==> src/rtl/spi_sclk_div_pkg.sv <==
package spi_sclk_div_pkg;
  localparam int PRE_W = 13;
  localparam int PER_W = 6;
  localparam int CFG_W = 1 + PRE_W + 3 * PER_W;

  typedef struct packed {
    logic             bypass;
    logic [PRE_W-1:0] preM1;
    logic [PER_W-1:0] periodM1;
    logic [PER_W-1:0] highM1;
    logic [PER_W-1:0] lowM1;
  } divCfg_t;

  typedef struct packed {
    logic divRun;
    logic bypRun;
    logic phaseHigh;
  } divStb_t;
endpackage

==> src/rtl/spi_sclk_div_ctrl.sv <==
module spi_sclk_div_ctrl
  import spi_sclk_div_pkg::*;
(
  input  logic    clk,
  input  logic    rstN,
  input  logic    enable,
  input  divCfg_t cfg,
  output divStb_t stb
);
  logic [PRE_W-1:0] preCnt, preNext;
  logic [PER_W-1:0] perCnt, perNext;
  logic tick, run;
  logic unusedPeriod;

  // the period field is carried in the word but the wrap comes from the low field
  assign unusedPeriod = ^cfg.periodM1;

  always_comb begin
    run     = enable & ~cfg.bypass;
    tick    = (preCnt >= cfg.preM1);
    preNext = tick ? '0 : preCnt + 1'b1;
    if (tick) perNext = (perCnt >= cfg.lowM1) ? '0 : perCnt + 1'b1;
    else      perNext = perCnt;
    if (!run) begin
      preNext = '0;
      perNext = '0;
    end
  end

  always_ff @(posedge clk or negedge rstN) begin
    if (!rstN) begin
      preCnt <= '0;
      perCnt <= '0;
    end else begin
      preCnt <= preNext;
      perCnt <= perNext;
    end
  end

  assign stb.divRun    = run;
  assign stb.bypRun    = enable & cfg.bypass;
  assign stb.phaseHigh = (perNext <= cfg.highM1);

  // idle holds both counters at zero
  a_r4_hold_zero: assert property (@(posedge clk) disable iff (!rstN)
    !run |=> (preCnt == '0 && perCnt == '0));

  // the period counter moves only on a prescaler terminal count
  a_r9_step_on_tick: assert property (@(posedge clk) disable iff (!rstN)
    (run && preCnt < cfg.preM1) |=> (perCnt == $past(perCnt)));
endmodule

==> src/rtl/spi_sclk_div_dp.sv <==
module spi_sclk_div_dp
  import spi_sclk_div_pkg::*;
(
  input  logic    clk,
  input  logic    rstN,
  input  divStb_t stb,
  output logic    sclk,
  output logic    riseStb,
  output logic    fallStb
);
  logic sclkReg, bypOn, newLvl;

  assign newLvl = stb.divRun & stb.phaseHigh;

  always_ff @(posedge clk or negedge rstN) begin
    if (!rstN) begin
      sclkReg <= 1'b0;
      bypOn   <= 1'b0;
      riseStb <= 1'b0;
      fallStb <= 1'b0;
    end else begin
      sclkReg <= newLvl;
      bypOn   <= stb.bypRun;
      riseStb <= stb.bypRun | (newLvl & ~sclkReg);
      fallStb <= stb.bypRun | (~newLvl & sclkReg);
    end
  end

  assign sclk = bypOn ? clk : sclkReg;

  // strobes agree with the divided level and never coincide
  a_r6_rise_on_high: assert property (@(posedge clk) disable iff (!rstN)
    (!bypOn && riseStb) |-> sclkReg);
  a_r6_fall_on_low: assert property (@(posedge clk) disable iff (!rstN)
    (!bypOn && fallStb) |-> !sclkReg);
  a_r6_one_edge: assert property (@(posedge clk) disable iff (!rstN)
    !bypOn |-> !(riseStb && fallStb));
  // idle drives the divided level low on the next edge
  a_r4_idle_low: assert property (@(posedge clk) disable iff (!rstN)
    (!stb.divRun && !stb.bypRun) |=> (!sclkReg && !bypOn));
  // bypass keeps both strobes high and the divided level parked
  a_r5_byp_strobes: assert property (@(posedge clk) disable iff (!rstN)
    bypOn |-> (riseStb && fallStb && !sclkReg));
endmodule

==> src/rtl/spi_sclk_div.sv <==
module spi_sclk_div
  import spi_sclk_div_pkg::*;
(
  input  logic             clk,
  input  logic             rstN,
  input  logic             enable,
  input  logic [CFG_W-1:0] cfgWord,
  output logic             sclk,
  output logic             riseStb,
  output logic             fallStb
);
  divCfg_t cfg;
  divStb_t stb;

  assign cfg = divCfg_t'(cfgWord);

  spi_sclk_div_ctrl i_ctrl (
    .clk(clk), .rstN(rstN), .enable(enable), .cfg(cfg), .stb(stb)
  );

  spi_sclk_div_dp i_dp (
    .clk(clk), .rstN(rstN), .stb(stb),
    .sclk(sclk), .riseStb(riseStb), .fallStb(fallStb)
  );
endmodule

==> config.mk <==
export PLATFORM = sky130hd
export DESIGN_NAME = spi_sclk_div
export DESIGN_NICKNAME = d
export VERILOG_FILES = /design/src/rtl/spi_sclk_div_pkg.sv /design/src/rtl/spi_sclk_div_ctrl.sv /design/src/rtl/spi_sclk_div_dp.sv /design/src/rtl/spi_sclk_div.sv
export SDC_FILE = /design/constraint.sdc
export NUM_CORES = 1
export LEC_CHECK = 0
export CORE_MARGIN = 8
export CORE_UTILIZATION = 55
export CTS_CLUSTER_SIZE = 10
export DETAILED_ROUTE_END_ITERATION = 10
export DONT_BUFFER_PORTS = 1
export PLACE_DENSITY = 0.78
export SYNTH_ARGS = -nofsm -noshare
export SYNTH_HDL_FRONTEND = slang
export SYNTH_SLANG_ARGS = --single-unit
==> constraint.sdc <==
create_clock -name clk -period 4.2 [get_ports clk]
set_clock_uncertainty 0.2 [all_clocks]
set_input_delay 0.63 -clock clk [delete_from_list [all_inputs] [get_ports clk]]
set_output_delay 0.63 -clock clk [all_outputs]
set_load 0.1 [all_outputs]
==> results of run 1 <==
==> cell type report <==
| class | instances | area, sq um | area share (%) |
|---|---|---|---|
| multi-input cells | 132 | 1070 | 56.9 |
| flip-flops and latches | 23 | 576 | 30.5 |
| inverters | 33 | 124 | 6.57 |
| well taps | 44 | 55.1 | 2.92 |
| clock buffers | 7 | 48.8 | 2.59 |
| repair buffers | 1 | 10.0 | 0.531 |
==> worst reg2reg max path, stage by stage, from the launching register on <==
cell,delay (ps)
dfrtp_1,450
inv_1,60
ha_1,260
nand2b_1,140
a2111o_1,420
a221oi_1,490
a22o_1,210
a32o_1,210
ha_1,260
a21o_1,180
a21oi_1,160
o221ai_1,130
a21oi_1,230
a21o_1,150
==> synthesized netlist by cell type <==
library cell	instances
and2_1	1
a21oi_2	2
nand3_4	1
nand2_1	12
nor2b_1	1
nor2_4	8
o2bb2ai_1	2
o2bb2a_4	1
a221o_1	1
nand2b_1	3
and4_1	2
a2111o_1	1
nor3_1	6
a22o_1	3
and3_1	1
xnor2_1	5
inv_1	33
o21ai_0	3
nor4_1	1
dfrtp_1	23
ha_1	27
or3_1	1
nand4_1	1
buf_6	1
a21o_1	3
or2_2	2
a32o_1	3
buf_12	1
a21oi_1	9
o32a_2	1
o2111ai_1	1
a221oi_1	1
or4_1	1
a211o_1	1
o21bai_1	1
nor2_2	2
a22oi_1	1
o221ai_1	1
nor2_1	6
nand3_1	10
xor2_1	6
==> repair_timing <==
item	CTS	global route
hold endpoints to repair	23	0
resized for setup	1	0
hold buffers	1	0
endpoints found under the setup margin	1	0
==> stage by stage <==
step           instance area [sq um]  setup slack [ps]  cells  total power [W]  util [%]
2_1_floorplan                   1800               276    190         0.000295         -
3_3_place_gp                    1830               276    232         0.000297      59.3
3_5_place_dp                    1830               276    232         0.000301      59.3
4_1_cts                         1890               367    240         0.000450      61.3
5_1_grt                         1890               289    240         0.000470      61.3
6_report                        1890               384    240         0.000445      61.3
==> state kept, by name, summed over array words and instances, names as in the netlist <==
signal / cells
i_ctrl.preCnt: 13
i_ctrl.perCnt: 6
i_dp.bypOn: 1
i_dp.fallStb: 1
i_dp.riseStb: 1
i_dp.sclkReg: 1
==> kinds of logic (layout without fill, tap and decap cells) <==
kind of cell    after synthesis  count (layout)  synth area share, %
simple gates                 59              59                 20.1
fa+ha+maj                    27              27                 18.7
flops                        23              23                 31.9
buf+inv                      35              41                 8.61
xor+xnor                     11              11                 5.34
compound gates               35              35                 15.3
==> routing by layer <==
metal | up-vias | GRT usage, % | part of all wire (%)
met5 | - | 0 | 0
met4 | 0 | 6.67 | 1.1
met3 | 4 | 4.90 | 5.8
met2 | 43 | 25.0 | 52
met1 | 648 | 16.0 | 41
li1 | 672 | - | -
==> worst max path at each step <==
| stage | startpoint | end | cells past startpoint |
|---|---|---|---|
| finish | clk | sclk | 4 |
| global route | i_ctrl.perCnt[0] | i_dp.riseStb | 13 |
| CTS | clk | sclk | 4 |
| detailed placement | clk | sclk | 2 |
| global placement | clk | sclk | 2 |
| floorplan | clk | sclk | 2 |
==> where the power goes <==
group	switching, W	leakage (nW)	internal (W)
registers	0.0000141	0.315	0.000225
clock network	0.0000967	0.0318	0.0000698
logic	0.0000253	0.575	0.0000142
total	0.000136	0.922	0.000309
==> flow_summary.ini, run 1 <==
[placement]
gp_congestion = 0.809
dp_hpwl_um = 2950
placement.io_buffers = 0

[run_status]
status = finished with violations
violations = max-capacitance violations, max-slew violations

[clocking]
cts_tree = yes
clk_pin_slew_ps = 130
insertion_delay_ps = 420
postCtsSetupBuffers = 0

[floorplan]
num_rows = 20
initial_core_util_pct = 58.6
core_sq_um = 3080
ioPinCount = 38
dieArea_sq_um = 5370
die_h_um = 73.3
die_x_um = 73.3

[final_layout]
areaGrowthSynthToFinish_pct = 4.58
n_antenna_cell = 0
finalNetCount = 259
mostFrequentLayoutCells = inv_1 (33), ha_1 (27), dfrtp_1 (23), nand2_1 (12), nand3_1 (10)
drive_gt1_share_pct = 11.7
layout.cells.most_common = inv_1
n_fill_cell = 277

[global_routing]
antenna_found_initial = 0
grt_pass1_wl_um = 6230
overflow = 0
grt_pass1_vias = 1479
grt_use_total_pct = 14.7
grt_max_degree = 24

[route]
drc = 0
postRouteWirelength_um = 3580
vias = 1367
viasPerCell = 5.70
wl_per_cell_um = 14.9
drtPass1Iterations = 4
drtIter0Drc = 45
ant_nets = 0

[critical_path]
crit_chain = clkbuf_4, clkbuf_4, nand2_1, o21ai_1
cp-end-kind = output port
cp_max_fo = 2
crit_required_ps = 3370
rr_endpoint = i_dp.riseStb
reg2reg_depth = 13
worst_r2r_startpoint = i_ctrl.perCnt[0]
reg2reg_slack_ps = 610
path_buf_inv = 2
critPathSlowestCell = o21ai_1
cp_data_arrival_time_ps = 2990
slowest_delay_ps = 610
crit_family = compound AO/OA/AOI/OAI gates
cp-start-kind = clock port
crit_type = clk -> out
crit_top_cell = clkbuf_4

[worst_hold_path]
min_path_cells = 1
hold_path_end = i_dp.bypOn
hold_start = enable
hold_path.class = in -> reg

[sta]
tightest_slew_ps = 1860
finalHoldViolCount = 0
timing.setup.tns_ps = 0
slew_viol_final = 1
rsz0062_at_grt = false
setup_viol = 0
whs_ps = 178
relSlewSlack_pct = -24.6

[logic_synthesis]
synth.top_cell.area_share_pct = 31.9
synth_seq_area_share_pct = 31.9
synth.net_count = 252
ys_types = 41
yosys-top-cells-area = dfrtp_1 (32%), ha_1 (19%), inv_1 (6.9%)
synth_area_sq_um = 1800
syn_inst = 190
yosys.area.top_type = dfrtp_1
syn_area_per_cell_sq_um = 9.49
ys_ff_latch = 23
yosysWarnings = 0

[run]
cap_violations = 1

[power]
ir_drop_v = 0.000200
powerDensity_nw_per_um2 = 236
p_leak_nw = 0.922
No activity file was read; power rests on OpenSTA's default activity.
==> run 2, diff against run 1 <==
--- a/config.mk
+++ b/config.mk
@@ -10,7 +10,7 @@
 export CTS_CLUSTER_SIZE = 10
 export DETAILED_ROUTE_END_ITERATION = 10
 export DONT_BUFFER_PORTS = 1
-export PLACE_DENSITY = 0.78
+export PLACE_DENSITY = 0.77
 export SYNTH_ARGS = -nofsm -noshare
 export SYNTH_HDL_FRONTEND = slang
 export SYNTH_SLANG_ARGS = --single-unit
==> constraint.sdc (replaced) <==
create_clock -name clk -period 4.38 [get_ports clk]
set_clock_uncertainty 0.2 [all_clocks]
set_input_delay 0.657 -clock clk [delete_from_list [all_inputs] [get_ports clk]]
set_output_delay 0.657 -clock clk [all_outputs]
set_load 0.1 [all_outputs]
==> run 2 against run 1 <==
Net effect:
- the run still ends with max-capacitance violations, max-slew violations left
- sequential power down 4%
- register-to-register slack better by 80 ps
- clock power about the same
- die area did not move
- worst setup slack worse by 320 ps
- clock-buffer cell count is 1 lower
- first-iteration DRC count grew 73%
- critical path type unchanged
- critical endpoint unchanged
- largest power group unchanged
==> flow_summary.ini, run 2 (synthesis gave the netlist of run 1 again) <==
[final_layout]
mostFrequentLayoutCells = inv_1 (33), ha_1 (27), dfrtp_1 (23), nand2_1 (12), nand3_1 (10)
n_antenna_cell = 0
largest_reg_flops = 13
layout.cells.most_common = inv_1
largest-register = i_ctrl.preCnt
areaGrowthSynthToFinish_pct = 4.65
finalNetCount = 259
reg.largest.list = i_ctrl.preCnt (13), i_ctrl.perCnt (6)
drive_gt1_share_pct = 12.2

[route]
vias = 1378
postRouteWirelength_um = 3740
drtIter0Drc = 78
drc = 0
viasPerCell = 5.74
wl_per_cell_um = 15.6
ant_nets = 0
drtPass1Iterations = 4

[clocking]
postCtsSetupBuffers = 0
cts_tree = yes
insertion_delay_ps = 440
clk_pin_slew_ps = 120

[global_routing]
grt_pass1_vias = 1492
grt_use_total_pct = 15.7
overflow = 0
antenna_found_initial = 0
grt_max_degree = 24
grt_pass1_wl_um = 6520

[floorplan]
initial_core_util_pct = 58.6
die_x_um = 73.3
dieArea_sq_um = 5370
ioPinCount = 38
core_sq_um = 3080
num_rows = 20
die_h_um = 73.3

[power]
p_int_w = 0.000295
seqPwrFrac_pct = 53.0
p_switching_w = 0.000137
swShare_pct = 31.8
powerDensity_nw_per_um2 = 229
clock_power_share_pct = 38.1
ir_drop_v = 0.000222
power_frac_comb_pct = 8.8
p_leak_nw = 0.924

[sta]
relSlewSlack_pct = -96.4
slew_viol_final = 1
setup_viol = 0
rsz0062_at_grt = false
setup_ws_ps = 68.6
tightest_slew_ps = 2920
timing.setup.tns_ps = 0
finalHoldViolCount = 0

[placement]
pre_cts_slack_ps = 339
gp_congestion = 0.772
placement.io_buffers = 0
dp_hpwl_um = 2970

[worst_hold_path]
hold_path.class = in -> reg
hold_start = enable

[run_status]
status = finished with violations
violations = max-capacitance violations, max-slew violations

[critical_path]
critPathLaunch = clk
cp_data_arrival_time_ps = 3450
worst_r2r_startpoint = i_ctrl.perCnt[0]
crit_required_ps = 3520
cp-start-kind = clock port
crit_type = clk -> out
cp_max_fo = 2
cp-end-kind = output port

[run]
cap_violations = 1
-- run 2: layout make-up --
type                    count  area [sq um]
fillers                   262          1190
multi-input cells         132          1070
flip-flops and latches     23           576
inverters                  33           124
well taps                  44          55.1
clock buffers               6          45.0
repair buffers              1          10.0
clock inverters             1          5.00
-- run 2: final timing paths --
path / to / slack [ps] / depth (start not counted)
worst max register to register: i_dp.fallStb / 690 / 13
worst max-delay path: sclk / 70 / 4
worst min register to register: i_ctrl.preCnt[0] / 330 / 1
worst min-delay path: i_dp.bypOn / 200 / 1
max in group asynchronous: i_dp.sclkReg / 2720 / 1
min in group asynchronous: i_ctrl.preCnt[3] / 630 / 1
-- run 2: power by group through the flow --
stage	registers [W]	clock network [W]	logic (W)
2_1_floorplan	0.000232	0.0000213	0.0000291
5_1_grt	0.000230	0.000181	0.0000440
3_3_place_gp	0.000233	0.0000213	0.0000309
4_1_cts	0.000229	0.000171	0.0000391
3_5_place_dp	0.000233	0.0000213	0.0000339
6_report	0.000229	0.000165	0.0000381
-- run 2: metrics by stage --
stage | instances | instance area [sq um] | util [%] | power [W] | hold slack [ps]
after global routing | 240 | 1890 | 61.3 | 0.000455 | 176
after CTS | 240 | 1890 | 61.3 | 0.000439 | 190
after floorplan | 190 | 1800 | - | 0.000283 | 161
final | 240 | 1890 | 61.3 | 0.000432 | 196
after global placement | 232 | 1830 | 59.3 | 0.000285 | 163
after detailed placement | 232 | 1830 | 59.3 | 0.000288 | 162
-- run 2: layer usage --
metal,wire (um),global-route usage [%]
met1,1570,17.2
met2,1810,25.5
met3,286,5.31
met4,65,9.33
met5,0,0
-- run 2: timing repair --
item,4_1_cts,5_1_grt
hold endpoints to repair,23,0
resized for setup,0,0
hold buffers,1,0
-- run 2: worst max-delay path, cell delays in order --
cell      delay, ps
clkbuf_4        110
clkbuf_4        120
nand2_1          40
o21ai_0         980
==> run 3, diff against run 2 <==
--- a/config.mk
+++ b/config.mk
@@ -10,7 +10,7 @@
 export CTS_CLUSTER_SIZE = 10
 export DETAILED_ROUTE_END_ITERATION = 10
 export DONT_BUFFER_PORTS = 1
-export PLACE_DENSITY = 0.77
+export PLACE_DENSITY = 0.76
 export SYNTH_ARGS = -nofsm -noshare
 export SYNTH_HDL_FRONTEND = slang
 export SYNTH_SLANG_ARGS = --single-unit
==> run 3 against run 2 <==
Net effect:
- the flow still finishes with violations (max-capacitance violations, max-slew violations)
- sequential share of layout area hardly changed
- clock power is 6% lower
- clock-buffer cell count is 1 higher
- sequential power hardly changed
- non-clock buffer count stayed put
- flip-flop and latch count stayed put
==> flow_summary.ini, run 3 (synthesis gave the netlist of run 1 again) <==
[run_status]
status = finished with violations
violations = max-capacitance violations, max-slew violations

[route]
drtPass1Iterations = 4
drc = 0
postRouteWirelength_um = 3420
ant_nets = 0
wl_per_cell_um = 14.2
viasPerCell = 5.53
vias = 1326
drtIter0Drc = 98

[power]
p_leak_nw = 0.922
seqPwrFrac_pct = 54.2
ir_drop_v = 0.000164
power_frac_comb_pct = 9.1
p_switching_w = 0.000127
power.total_w = 0.000423
p_int_w = 0.000295
clock_power_share_pct = 36.7
powerDensity_nw_per_um2 = 224
swShare_pct = 30.1

[worst_hold_path]
hold_path.class = in -> reg
hold_start = enable
hold_path_end = i_dp.bypOn
min_path_cells = 1

[final_layout]
largest-register = i_ctrl.preCnt
reg.largest.list = i_ctrl.preCnt (13), i_ctrl.perCnt (6)
layout.cells.most_common = inv_1
mostFrequentLayoutCells = inv_1 (33), ha_1 (27), dfrtp_1 (23), nand2_1 (12), nand3_1 (10)
drive_gt1_share_pct = 11.7
n_fill_cell = 276
areaGrowthSynthToFinish_pct = 4.58
finalNetCount = 259
largest_reg_flops = 13
fin_util_pct = 61.3
n_antenna_cell = 0

[clocking]
clk_pin_slew_ps = 120
cts_tree = yes
cts_resized = 0
insertion_delay_ps = 410

[sta]
setup_ws_ps = 85.6
timing.setup.tns_ps = 0
slew_viol_final = 1
tightest_slew_ps = 2890
rsz0062_at_grt = false
finalHoldViolCount = 0
whs_ps = 231
setup_viol = 0
relSlewSlack_pct = -94.6

[critical_path]
reg2reg_depth = 13
cp-end-kind = output port
crit_required_ps = 3520
cp_max_fo = 2
reg2reg_slack_ps = 730
cp_data_arrival_time_ps = 3440
cp-start-kind = clock port
rr_endpoint = i_dp.riseStb
worst_r2r_startpoint = i_ctrl.perCnt[0]
crit_type = clk -> out

[floorplan]
die_x_um = 73.3
num_rows = 20
die_h_um = 73.3
ioPinCount = 38
core_sq_um = 3080
initial_core_util_pct = 58.6
dieArea_sq_um = 5370

[global_routing]
grt_pass1_wl_um = 6290
grt_pass1_vias = 1492
antenna_found_initial = 0
grt_use_total_pct = 14.9
grt_max_degree = 24
overflow = 0

[placement]
pre_cts_slack_ps = 339
placement.io_buffers = 0
dp_hpwl_um = 2770
gp_congestion = 0.816

[run]
cap_violations = 1
## run 3: cell types whose count changed in the layout (fill, tap and decap cells not counted), sizes merged
cell	previous run	this run
clkbuf	6	7
clkinv	1	0
## run 3: worst max-delay path by stage
| stage | from | to | cells past startpoint |
|---|---|---|---|
| after floorplan | clk | sclk | 2 |
| after global placement | clk | sclk | 2 |
| after detailed placement | clk | sclk | 2 |
| after CTS | clk | sclk | 4 |
| after global routing | clk | sclk | 4 |
| final | clk | sclk | 4 |
## run 3: final cells by class
type	count	area (sq um)	area share [%]
multi-input combinational	132	1070	56.9
timing repair buffer	1	10.0	0.531
inverter	33	124	6.57
sequential	23	576	30.5
clock buffer	7	48.8	2.59
tap	44	55.1	2.92
## run 3: per-layer routing
metal  global-route usage, %  vias to the layer above  share of wire (%)
li1                        -                      671                  -
met1                    16.1                      634                 43
met2                    25.8                       17                 52
met3                    4.35                        4                3.7
met4                    7.11                        0                1.2
met5                       0                        -                  0
## run 3: worst max-delay path: stages
cell and delay, ps:
clkbuf_4 110, clkbuf_4 120, nand2_1 40, o21ai_0 980
## run 3: through the flow
stage                     cell area [sq um]  instances
after floorplan                        1800        190
after global routing                   1890        240
after global placement                 1830        232
after CTS                              1890        240
final                                  1890        240
after detailed placement               1830        232
## run 3: power by group through the flow
stage	logic (W)	registers, W	clock network, W
after detailed placement	0.0000341	0.000233	0.0000213
after floorplan	0.0000291	0.000232	0.0000213
after global placement	0.0000315	0.000233	0.0000213
after global routing	0.0000453	0.000229	0.000175
final	0.0000385	0.000229	0.000155
after CTS	0.0000393	0.000229	0.000162
## run 3: timing repair
action / 4_1_cts / 5_1_grt
endpoints found under the hold margin: 23 / 0
setup buffers: 0 / 0
hold buffers: 1 / 0
